## src/rtl/cfg_fwd_xlate.sv

```systemverilog
module cfg_fwd_xlate #(
  parameter int BUS_W = 8,
  parameter int DEV_W = 5,
  parameter int FN_W  = 3,
  parameter int REG_W = 6,
  parameter int BE_W  = 4
) (
  input  logic               clk,
  input  logic               rst_n,
  input  logic               req_valid,
  input  logic               req_type1,
  input  logic [BUS_W-1:0]   req_bus,
  input  logic [DEV_W-1:0]   req_dev,
  input  logic [FN_W-1:0]    req_fn,
  input  logic [REG_W-1:0]   req_reg,
  input  logic [BE_W-1:0]    req_be,
  input  logic               req_wr,
  input  logic               out_ack,
  input  logic               reg_wr_en,
  input  logic [1:0]         reg_sel,
  input  logic [BUS_W-1:0]   reg_wdata,
  output logic [BUS_W-1:0]   reg_rdata,
  output logic               out_valid,
  output logic               out_type1,
  output logic [31:0]        out_addr,
  output logic [(1<<DEV_W)-1:0] out_idsel,
  output logic [BE_W-1:0]    out_be,
  output logic               out_wr,
  output logic               unclaimed
);
  localparam int NDEV   = 1 << DEV_W;
  localparam int ADDR_W = 32;
  localparam int T0_W   = FN_W + REG_W + 2;
  localparam int T1_W   = BUS_W + DEV_W + T0_W;

  logic [BUS_W-1:0] sec_q, sub_q;

  wire accept = req_valid && !out_valid;
  wire hit_t0 = req_type1 && (req_bus == sec_q) && (sec_q != '0);
  wire hit_t1 = req_type1 && (req_bus != '0) && (req_bus > sec_q) && (req_bus <= sub_q);
  wire hit    = hit_t0 || hit_t1;

  always_ff @(posedge clk) begin
    if (!rst_n) begin
      sec_q     <= '0;
      sub_q     <= '0;
      out_valid <= 1'b0;
      out_type1 <= 1'b0;
      out_addr  <= '0;
      out_idsel <= '0;
      out_be    <= '0;
      out_wr    <= 1'b0;
      unclaimed <= 1'b0;
    end else begin
      if (reg_wr_en && reg_sel == 2'd1) sec_q <= reg_wdata;
      if (reg_wr_en && reg_sel == 2'd2) sub_q <= reg_wdata;
      unclaimed <= accept && req_type1 && !hit;
      if (out_valid && out_ack)
        out_valid <= 1'b0;
      else if (accept && hit) begin
        out_valid <= 1'b1;
        out_type1 <= hit_t1;
        out_be    <= req_be;
        out_wr    <= req_wr;
        if (hit_t1) begin
          out_addr  <= ADDR_W'({req_bus, req_dev, req_fn, req_reg, 2'b01});
          out_idsel <= '0;
        end else begin
          out_addr  <= ADDR_W'({req_fn, req_reg, 2'b00});
          out_idsel <= NDEV'(1) << req_dev;
        end
      end
    end
  end

  always_comb begin
    case (reg_sel)
      2'd1:    reg_rdata = sec_q;
      2'd2:    reg_rdata = sub_q;
      default: reg_rdata = '0;
    endcase
  end

  AST_HOLD_UNTIL_ACK: assert property (@(posedge clk) disable iff (!rst_n)
    out_valid && !out_ack |=> out_valid && $stable(out_addr) && $stable(out_type1) && $stable(out_be));
  AST_DROP_AFTER_ACK: assert property (@(posedge clk) disable iff (!rst_n)
    out_valid && out_ack |=> !out_valid);
  AST_RISE_FROM_REQ: assert property (@(posedge clk) disable iff (!rst_n)
    $rose(out_valid) |-> $past(req_valid));
  AST_T0_ONEHOT: assert property (@(posedge clk) disable iff (!rst_n)
    out_valid && !out_type1 |-> $countones(out_idsel) == 1 && out_addr[1:0] == 2'b00);
  AST_T1_FORMAT: assert property (@(posedge clk) disable iff (!rst_n)
    out_valid && out_type1 |-> out_idsel == '0 && out_addr[1:0] == 2'b01 && out_addr[T1_W-1 -: BUS_W] != '0);
  AST_UNCL_NO_OUT: assert property (@(posedge clk) disable iff (!rst_n)
    unclaimed |-> !out_valid);
  AST_BUSY_NO_FLAG: assert property (@(posedge clk) disable iff (!rst_n)
    out_valid && !out_ack |=> !unclaimed);
  AST_PRI_ZERO: assert property (@(posedge clk) disable iff (!rst_n)
    reg_sel == 2'd0 |-> reg_rdata == '0);
endmodule

```

## config.mk

```make
export PLATFORM = sky130hd
export DESIGN_NAME = cfg_fwd_xlate
export DESIGN_NICKNAME = d
export VERILOG_FILES = /design/src/rtl/cfg_fwd_xlate.sv
export SDC_FILE = /design/constraint.sdc
export NUM_CORES = 1
export LEC_CHECK = 0
export ABC_AREA = 1
export BUFFER_PORTS_ARGS = -buffer_cell sky130_fd_sc_hd__buf_2
export CORE_MARGIN = 10
export CORE_UTILIZATION = 45
export CTS_CLUSTER_SIZE = 8
export DETAILED_ROUTE_END_ITERATION = 7
export HOLD_SLACK_MARGIN = 0.12
export PLACE_DENSITY = 0.71
export SLEW_MARGIN = 25
export SYNTH_ARGS = -nofsm -noshare
export SYNTH_HDL_FRONTEND = slang
export SYNTH_SLANG_ARGS = --single-unit
export TNS_END_PERCENT = 100
```

## constraint.sdc

```tcl
create_clock -name clk -period 3.05 [get_ports clk]
set_input_delay 0.1525 -clock clk [delete_from_list [all_inputs] [get_ports clk]]
set_output_delay 0.1525 -clock clk [all_outputs]
set_load 0.02 [all_outputs]
```

# Yosys cells after proc, flatten, opt, wreduce, memory -nomap -nowiden
# Cells that the tools add are included.
[totals]
regBits = 88
out_inout_bits = 80
inputBits = 43
wordCells = 39
[classes]
n_reduce_logical = 19
n_shift = 1
order_cmp = 2
mux = 3
n_eq_ne = 3
bitwise = 2
[op_table]
columns = ["operator", "n"]
rows = [
  ["$mux W32", 1],
  ["$shl A1 B5 Y32 const A", 1],
  ["$mux W24", 1],
  ["$pmux W8 S2", 1],
  ["$reduce_bool A8 Y1", 2],
  ["$logic_and A1 B1 Y1", 12],
  ["$eq A8 B8 Y1", 1],
  ["$gt A8 B8 Y1", 1],
  ["$le A8 B8 Y1", 1],
  ["$eq A2 B1 Y1 const B", 1],
  ["$eq A2 B2 Y1 const B", 1],
  ["$logic_not A1 Y1", 2],
  ["$not A1 Y1", 2],
  ["$reduce_and A2 Y1", 1],
  ["$reduce_or A2 Y1", 1],
  ["$logic_or A1 B1 Y1", 1],
]

# Longest topological paths before layout
# Gate-level depths: netlist of the first run.
[depth]
depth_word = 7
mapped_depth = 17
ltp_nobuf = 16

# Least setup slack after synthesis of the first run
# No wires, ideal clock.
[synth_timing]
path_type = "flip-flop to flip-flop"
from = "reg sec_q[7]"
to = "reg out_idsel[10]"
synth_period_minus_slack_ns = 1.757
path_stages_with_launch = 15
setup_time_ns = 0.113
required_time_ns = 2.937
slack_ns = 1.293
n_path_buf = 2
t_arrival_ns = 1.645
cell_sequence = "dfxtp_1 inv_1 ha_1 nand2_1 nor2_1 nand2_1 nand3_1 a21oi_2 nand2_2 nand2_2 nand2_2 buf_6 buf_6 nor2_1 nor2_1"
[synth_between]
elab_chain_len = 6
word_cells_on_any_way = 11
classes_between = "1 x order compare; 1 x eq/ne; 1 x mux; 8 x reduce/logical"
[synth_rtl]
columns = ["element", "line_no", "text"]
rows = [
  ["start: declaration", "36", "logic [BUS_W-1:0] sec_q, sub_q;"],
  ["start signal: assignment", "55", "if (reg_wr_en && reg_sel == 2'd1) sec_q <= reg_wdata;"],
  ["$gt A8 B8 Y1 or $eq A8 B8 Y1 (tied branches)", "40, 39", ""],
  ["$logic_and A1 B1 Y1, on equally long branches (2 in series)", "40, 39", ""],
  ["$logic_or A1 B1 Y1", "41", "wire hit = hit_t0 || hit_t1;"],
  ["$logic_and A1 B1 Y1", "60", "else if (accept && hit) begin"],
  ["$reduce_and A2 Y1 (no line)", "-", ""],
  ["end signal: assignment", "70", "out_idsel <= NDEV'(1) << req_dev;"],
  ["end: declaration", "26", "output logic [(1<<DEV_W)-1:0] out_idsel,"],
]
# Parallel ways exist; a longest one is shown, timed or not.
# A chain may end at the register's enable or synchronous reset.

# Worst setup path in the final report of the first run
[layout_timing]
from = "in req_bus[7]"
to = "reg out_addr[16]"
[layout_between]
elab_chain_len = 7
word_cells_on_any_way = 13
classes_between = "2 x order compare; 1 x eq/ne; 1 x mux; 9 x reduce/logical"
[layout_rtl]
columns = ["element", "line_no", "text"]
rows = [
  ["start: declaration", "12", "input logic [BUS_W-1:0] req_bus,"],
  ["branches (longest 7 deep; another with $gt A8 B8 Y1)", "-", ""],
  ["end signal: assignment", "66", "out_addr <= ADDR_W'({req_bus, req_dev, req_fn, req_reg, 2'b01});"],
  ["end signal: assignment", "69", "out_addr <= ADDR_W'({req_fn, req_reg, 2'b00});"],
  ["end: declaration", "25", "output logic [31:0] out_addr,"],
]
# Parallel ways; which one is timed is not known.

==> qor.txt, run 1 <==
Vias/cell = 5.00
Global Route Usage Sum = 17.3%
Critical path class = in -> reg
Clock Tree Buf Depth = 2
Final Routed Wirelength = 11.4 mm
Leak Pwr = 2.40 nW
Placer Congestion = 0.905
Setup TNS = 0 ns
Post-Syn Area = 4010 µm²
Sequential-to-total area share from yosys stat = 38.9%
Share of cells above drive strength 1 = 19.4%
Initial antenna violation count = 0
Number of global-route vias before repair = 4048
Compound-Gate Fraction of Synth Area = 12.1%
Global-route wire length before repair = 19.1 mm
Slew Viols, Final = 0
Slowest Stage Delay on Critical Path = 0.55 ns
Crit end category = flop
Distinct cells, synth = 25
CTS sink cnt = 78
Maxcap violations = 0
Nets@finish = 774
# DRC = 0
Outcome = finished clean
HPWL Detailed = 8.22 mm
Post-cts sizing count = 0
Post-synthesis mux area share = 0%
CP required = 3.32 ns
Peak Freq = 384 MHz
Tmin final = 2.61 ns
Clk pin slew, worst setup/hold paths = 0.08 ns
IO Port Bufs = 113
Most frequent cells in the layout = nand2_1 (141), buf_2 (113), nor2_1 (91), dfxtp_1 (78), a21oi_1 (75)
Simple-Gate Fraction of Synth Area = 31.0%
Die W = 114 µm
Data arrival, critical path = 2.87 ns
Worst-Skew Late Latency = 0.35 ns
Hold Fails Final Rpt = 0
WP buf/inv = 3
Remaining Overflow, GRT = 0
Most frequent standard cell in the layout excluding fill and tap cells = nand2_1
Slew HR = 36.0%
Largest family of logic cells by synthesized area = simple AND/OR/NAND/NOR gates
Die H = 114 µm
Worst-Margin Slew = 0.959 ns
CP Max Fanout = 40
Synthesized-area fraction occupied by adder cells = 5.62%
Synthesized flop and latch total = 78
I/O pin cnt = 123
DR iter-0 viols = 281
Gate Count Post-Synth = 596
Die Area = 13100 µm²
Pin count of the biggest net entering global routing = 63
Via count = 4123
Crit path cell chain = dlygate4sd3_1, buf_2, ha_1, nand2_1, nor2_1, nand2_1, nand3_1, a21oi_2, nand2_2, nand2_2, nand2_2, buf_12, nand2_1, a21oi_1
Ant diodes = 0
Tcrit/Tclk final = 85.5%
Synth Warn # = 0
CTS root buffer = clkbuf_8
CP max stage cell = dlygate4sd3_1
Core footprint = 8680 µm²
Drt first pass iters = 7
Wire length per cell = 13.8 µm
Worst vdd ir = 0.260 mV
RSZ-0062 raised after global routing = false
Final ANT Viol Nets = 0
Final Setup Violations = 0
Initial core utilization = 46.2%
H-tree depth = 3
Syn_area_per_cell = 6.73 µm²
Startpoint Class = primary input
Inserted Clock Buffers = 9
# rows = 34
CTS tree = built
Area grow syn2layout = 24.3%
Top Family by Delay on Critical Path = simple AND/OR/NAND/NOR gates
Clock skew = 0.0118 ns
Power density over the cells = 463 nW/µm²
Post-synthesis xor/xnor area fraction = 0%
Final core occ = 57.5%
Classification of the worst-slack hold path = in -> reg
-- report_power, final --
part           total (mW)  leakage (nW)  switching (mW)  internal [mW]
Sequential           1.09         0.633          0.0254           1.07
Clock               0.767        0.0915           0.374          0.394
Combinational       0.449          1.68           0.291          0.157
-- cells by family after synthesis --
family          Yosys count
flops                    78
buf+inv                 104
other cells               1
fa+ha+maj                18
simple gates            300
compound gates           95
-- state kept, by name (all words and copies together) (netlist names) --
signal and count:
out_wr 1, sub_q 8, unclaimed 1, out_idsel 32, sec_q 8, out_valid 1, out_addr 23, out_be 4
-- cells in the mapped netlist --
master / instances / area, µm²
nand2_1: 141 / 529
nor2_1: 91 / 342
dfxtp_1: 78 / 1560
a21oi_1: 75 / 375
inv_1: 51 / 191
nand3_1: 50 / 250
clkbuf_1: 18 / 67.6
ha_1: 18 / 225
o21ai_0: 16 / 80.1
buf_4: 12 / 90.1
nand4_1: 12 / 75.1
buf_2: 9 / 45.0
buf_6: 6 / 67.6
buf_1: 4 / 15.0
inv_2: 3 / 11.3
nand2_2: 3 / 18.8
a21o_1: 1 / 7.51
a21oi_2: 1 / 8.76
clkinv_1: 1 / 3.75
conb_1: 1 / 3.75
nand2_4: 1 / 11.3
nor3_1: 1 / 5.00
nor4_2: 1 / 12.5
o21a_1: 1 / 7.51
o21ai_1: 1 / 5.00
-- per-layer routing --
metal  vias to the layer above  share of wire [%]  GRT usage (%)  wire length (µm)
li1                       2113                  -              -                 -
met1                      1836                 41           20.2              4700
met2                       151                 50           30.0              5640
met3                        23                7.3           4.72               832
met4                         0                1.8           5.10               208
met5                         -                  0              0                 0
-- worst min-delay path, delay by kind of cell --
family          cells  cell delay [ns]
compound gates      1             0.06
buf+inv             1             0.13
simple gates        1             0.08
-- path summary, 6_finish.rpt --
kind | from | end | slack, ns | depth (start not counted)
worst min-delay path | req_bus[2] | out_addr[18] | 0.13 | 3
worst max register to register | sec_q[7] | out_addr[16] | 0.57 | 13
worst min register to register | out_addr[23] | out_addr[23] | 0.46 | 2
worst max-delay path | req_bus[7] | out_addr[16] | 0.44 | 14
-- per-stage QoR --
stage / std cells / worst slack (ns) / power [mW] / area, µm² / hold slack [ns]
after global routing: 824 / 0.132 / 2.43 / 4990 / 0.130
after detailed placement: 780 / 0.582 / 1.53 / 4500 / 0.406
final: 824 / 0.443 / 2.31 / 4990 / 0.131
after CTS: 824 / 0.448 / 2.33 / 4990 / 0.121
after floorplan: 604 / 1.29 / 1.42 / 4040 / 0.304
after global placement: 780 / 0.706 / 1.52 / 4500 / 0.405
-- final cells by class --
cell class | count | area, µm²
clock buffers | 11 | 141
clock inverters | 3 | 46.3
fillers | 846 | 3690
inverters | 55 | 206
multi-input cells | 422 | 1990
flip-flops and latches | 78 | 1560
well taps | 108 | 135
repair buffers | 147 | 908
-- what timing repair did --
item / in CTS / in global routing
buffers inserted: 0 / 0
hold buffers: 30 / 0
endpoints found under the hold margin: 35 / 0
setup endpoints to repair: 0 / 0
No activity file was read; power rests on OpenSTA's default activity.
==> run 2: changes to the inputs <==
- CORE_ASPECT_RATIO: default -> 1.2
- clock period: 3.05 -> 2.8 ns (I/O delays scaled with it)
==> qor.txt, run 2 (synthesis gave the netlist of run 1 again) <==
Biggest registers after layout = out_idsel (32), out_addr (23)
Worst setup margin = 0.516 ns (+0.0722 ns)
Vias/cell = 4.88 (-2.4%)
CTS sink cnt = 78 (unchanged)
Number of global-route vias before repair = 4133 (+2.1%)
I/O pin cnt = 123 (unchanged)
Initial antenna violation count = 1 (+1)
Clock Tree Buf Depth = 2 (unchanged)
Post-cts sizing count = 0 (unchanged)
Drt first pass iters = 4 (-3)
Die Area = 13100 µm² (+0.12%)
Reg area = 1560 µm² (unchanged)
Core footprint = 8660 µm² (-0.25%)
R2r worst-path depth = 13 (unchanged)
Worst-Margin Slew = 0.968 ns (+0.00938 ns)
Fill count = 804 (-5.0%)
Wire length per cell = 14.1 µm (+2.4%)
Slew HR = 35.4% (-0.63 points)
DR iter-0 viols = 287 (+2.1%)
Smallest hold slack = 0.134 ns (+0.00240 ns)
Met3 wire length = 660 µm (-21%)
H-tree depth = 3 (unchanged)
Highest Signal Layer = met4
# rows = 37 (+8.8%)
CP Max Fanout = 40 (unchanged)
Tcrit/Tclk final = 81.6%
Multi-input gate area = 1990 µm² (unchanged)
Worst-Skew Late Latency = 0.36 ns (about the same)
Share of cells above drive strength 1 = 19.8% (+0.34 points)
# DRC = 0 (unchanged)
Met1 Wirelength = 4.90 mm (+4.2%)
CTS tree = built
Hold Fails Final Rpt = 0 (unchanged)
Leak Pwr = 2.42 nW (+0.85%)
Most frequent standard cell in the layout excluding fill and tap cells = nand2_1
Nets@finish = 780 (+0.78%)
RSZ-0062 raised after global routing = false
Largest Register = out_idsel
HPWL Detailed = 8.35 mm (+1.6%)
Final Setup Violations = 0 (unchanged)
Via count = 4110 (-0.32%)
Clk pin slew, worst setup/hold paths = 0.08 ns (about the same)
Final ANT Viol Nets = 0 (unchanged)
Classification of the worst-slack hold path = in -> reg
Remaining Overflow, GRT = 0 (unchanged)
Outcome = finished clean
Startpoint Class = primary input
Place WS = 0.605 ns (+0.0226 ns)
Setup TNS = 0 ns (unchanged)
Met2 WL = 6.10 mm (+8.1%)
Critical path class = in -> reg
Placer Congestion = 0.913 (+0.92%)
Hold depth = 3 (unchanged)
Global-route wire length before repair = 19.5 mm (+2.1%)
Peak Freq = 438 MHz
Data arrival, critical path = 2.55 ns (-0.32 ns)
Placed cell count = 790 (+1.3%)
Die W = 106 µm (-7.2%)
Slew Viols, Final = 0 (unchanged)
Inserted Clock Buffers = 9 (unchanged)
Tmin final = 2.28 ns
Pin count of the biggest net entering global routing = 63 (unchanged)
Power density over the cells = 491 nW/µm² (+6.2%)
Crit end category = flop
Clock skew = 0.00981 ns (-0.00200 ns)
Worst vdd ir = 0.231 mV (-11%)
Post-layout instance count excluding filler cells = 842 (+2.2%)
CTS root buffer = clkbuf_8
Most frequent cells in the layout = nand2_1 (141), buf_2 (113), nor2_1 (91), dfxtp_1 (78), a21oi_1 (75)
Final Routed Wirelength = 11.9 mm (+4.6%)
Max reg flops = 32 (unchanged)
Die H = 123 µm (+7.9%)
Initial core utilization = 46.3% (+0.11 points)
CP required = 3.07 ns (-0.25 ns)
Maxcap violations = 0 (unchanged)
Global Route Usage Sum = 18.0% (+0.74 points)
Area grow syn2layout = 25.9%
IO Port Bufs = 113 (unchanged)
run 2: changes by cell type in the layout (fill, tap and decap cells not counted), sizes merged:
cell,delta
clkinvlp,+1
inv,+3
clkinv,+1
clkbuf,-2
bufinv,-1
diode,+1
dlygate4sd3,+5
buf,+1
run 2: critical path, cell delays in order:
cell and delay (ns):
dlygate4sd3_1 0.54, buf_2 0.16, ha_1 0.30, nand2_1 0.07, nor2_1 0.17, nand2_1 0.11
nand3_1 0.11, a21oi_2 0.04, nand2_2 0.07, nand2_2 0.06, nand2_2 0.31, buf_12 0.25
nand2_1 0.08, a21oi_1 0.13
run 2: repair_timing:
action,CTS,global route
setup buffers,0,0
endpoints found under the hold margin,41,0
hold buffers,35,0
run 2: metrics by stage:
step / utilization (%) / area [µm²] / power, mW
finish: 58.3 / 5050 / 2.48
global route: 58.3 / 5050 / 2.61
CTS: 58.3 / 5050 / 2.50
detailed placement: 52.2 / 4520 / 1.67
global placement: 52.2 / 4520 / 1.66
floorplan: - / 4040 / 1.55
run 2: final timing paths:
check / from / endpoint / slack, ns
min: req_valid / unclaimed / 0.13
min reg2reg: out_be[2] / out_be[2] / 0.46
max: req_bus[7] / out_addr[19] / 0.52
max reg2reg: sec_q[7] / out_addr[19] / 0.60
run 2: routing by layer:
| layer | vias to the layer above | global-route usage [%] |
|---|---|---|
| met5 | - | 0 |
| met4 | 0 | 6.10 |
| li1 | 2132 | - |
| met3 | 26 | 5.47 |
| met1 | 1840 | 19.3 |
| met2 | 112 | 32.9 |
run 2: final cells by class:
cell class | instances | share of cell area (%)
antenna | 1 | 0.0496
timing repair buffer | 153 | 19.1
inverter | 55 | 4.09
multi-input combinational | 422 | 39.4
tap | 117 | 2.90
clock buffer | 9 | 2.45
clock inverter | 7 | 1.09
sequential | 78 | 30.9
run 2: power breakdown:
group / switching [mW] / internal [mW]
Combinational: 0.323 / 0.178
Clock: 0.460 / 0.331
Sequential: 0.0274 / 1.16
==> run 3: changes to the inputs <==
- PLACE_DENSITY: 0.71 -> 0.74
- clock period: 2.8 -> 2.1 ns (I/O delays scaled with it)
==> qor.txt, run 3 (synthesis gave the netlist of run 1 again) <==
Pin count of the biggest net entering global routing = 51 (-19%)
Outcome = finished clean
CP Max Fanout = 7 (-83%)
Core footprint = 8660 µm² (unchanged)
Initial core utilization = 46.3% (unchanged)
Area grow syn2layout = 36.5%
Die H = 123 µm (unchanged)
Most frequent cells in the layout = nand2_1 (138), buf_2 (112), nor2_1 (88), dfxtp_1 (77), a21oi_1 (72)
Clock power share = 35.4% (+3.5 points)
Vias/cell = 5.13 (+5.0%)
Remaining Overflow, GRT = 0 (unchanged)
Tcrit/Tclk final = 98.8%
Power density over the cells = 666 nW/µm² (+36%)
Peak Freq = 482 MHz
Share of cells above drive strength 1 = 23.1% (+3.4 points)
Worst reg2reg startpoint = sec_q[7]
Tot Pwr = 3.65 mW (+47%)
Number of global-route vias before repair = 4274 (+3.4%)
Inserted Clock Buffers = 9 (unchanged)
Drt first pass iters = 5 (+1)
Logic gate share of total power = 21.1% (+0.9 points)
Worst setup margin = 0.0252 ns (-0.490 ns)
# DRC = 0 (unchanged)
CTS tree = built
Classification of the worst-slack hold path = in -> reg
Largest Register = out_idsel
Initial antenna violation count = 0 (-1)
Crit end category = flop
Leak Pwr = 2.59 nW (+7.0%)
Sw frac = 30.5% (-2.1 points)
Crit. Startpoint = req_bus[6]
Placed cell count = 794 (+0.51%)
Hold Fails Final Rpt = 0 (unchanged)
Biggest registers after layout = out_idsel (32), out_addr (23)
Post-layout instance count excluding filler cells = 857 (+1.8%)
Nets@finish = 796 (+2.1%)
Worst vdd ir = 0.396 mV (+71%)
Placer Congestion = 0.892 (-2.4%)
Setup TNS = 0 ns (unchanged)
Slew Viols, Final = 0 (unchanged)
CP required = 2.35 ns (-0.72 ns)
Max reg flops = 32 (unchanged)
H-tree depth = 3 (unchanged)
Most frequent standard cell in the layout excluding fill and tap cells = nand2_1
Place WS = -0.0487 ns (-0.654 ns)
Internal = 2.53 mW (+52%)
Clock skew = 0.0138 ns (+0.00394 ns)
HPWL Detailed = 8.72 mm (+4.4%)
Wire length per cell = 15.1 µm (+7.0%)
CTS root buffer = clkbuf_8
NetSw = 1.11 mW (+37%)
Maxcap violations = 0 (unchanged)
Sequential power share = 43.5% (-4.4 points)
R2r worst-path depth = 12 (-1)
Startpoint Class = primary input
Ant diodes = 0 (-1)
Data arrival, critical path = 2.32 ns (-0.23 ns)
Die Area = 13100 µm² (unchanged)
Worst Hold Launch = rst_n
Via count = 4394 (+6.9%)
# rows = 37 (unchanged)
Hold depth = 3 (unchanged)
Global-route wire length before repair = 19.7 mm (+1.0%)
Final ANT Viol Nets = 0 (unchanged)
Global Route Usage Sum = 18.2% (+0.19 points)
Worst-Skew Late Latency = 0.36 ns (about the same)
Critical path class = in -> reg
Clk pin slew, worst setup/hold paths = 0.08 ns (about the same)
Smallest hold slack = 0.237 ns (+0.104 ns)
DR iter-0 viols = 236 (-18%)
Tmin final = 2.07 ns
Die W = 106 µm (unchanged)
Clock Tree Buf Depth = 2 (unchanged)
Final Setup Violations = 0 (unchanged)
I/O pin cnt = 123 (unchanged)
Final Routed Wirelength = 13.0 mm (+8.9%)
IO Port Bufs = 113 (unchanged)
CTS sink cnt = 78 (unchanged)
-- run 3: stage by stage --
stage	area, µm²	utilization, %
after global routing	5470	63.2
after CTS	5200	60.1
after detailed placement	4570	52.8
after global placement	4570	52.8
after floorplan	4040	-
final	5470	63.2
-- run 3: what timing repair did --
action | CTS | global route
buffers inserted | 0 | 2
pin swaps | 0 | 4
cloned | 0 | 6
gates resized for setup | 1 | 26
hold buffers | 40 | 0
setup endpoints to repair | 2 | 61
hold endpoints to repair | 45 | 0
-- run 3: power by group through the flow --
stage | clock [mW] | sequential, mW | combinational [mW]
2_1_floorplan | 0 | 1.68 | 0.390
3_3_place_gp | 0 | 1.62 | 0.615
3_5_place_dp | 0 | 1.62 | 0.630
4_1_cts | 1.31 | 1.58 | 0.691
5_1_grt | 1.39 | 1.59 | 0.852
6_report | 1.29 | 1.59 | 0.770
-- run 3: cell type report --
| cell class | instances | area [µm²] |
|---|---|---|
| fillers | 790 | 3180 |
| multi-input cells | 422 | 2110 |
| repair buffers | 169 | 1220 |
| clock buffers | 9 | 124 |
| inverters | 55 | 206 |
| clock inverters | 7 | 105 |
| well taps | 117 | 146 |
| flip-flops and latches | 78 | 1560 |
-- run 3: final timing paths --
check,to,slack [ns]
hold reg to reg,out_addr[6],0.46
setup reg to reg,out_idsel[4],0.04
hold / removal,out_addr[19],0.24
setup / recovery,out_idsel[4],0.03
-- run 3: layer usage --
layer  vias up  GRT usage, %  part of all wire [%]
met5         -             0                     0
li1       2165             -                     -
met4         0          8.81                   3.0
met3        33          5.73                   6.9
met1      2025          19.6                    40
met2       171          31.8                    50
-- run 3: worst max-delay path: stages --
cell	delay [ns]
dlygate4sd3_1	0.54
buf_2	0.15
ha_1	0.29
nand2_2	0.06
nor2_2	0.18
nand2_2	0.09
nor2_1	0.11
o21ai_1	0.17
nand2_8	0.14
nand2_8	0.10
clkbuf_16	0.19
nor2_1	0.14
nor2_1	0.07
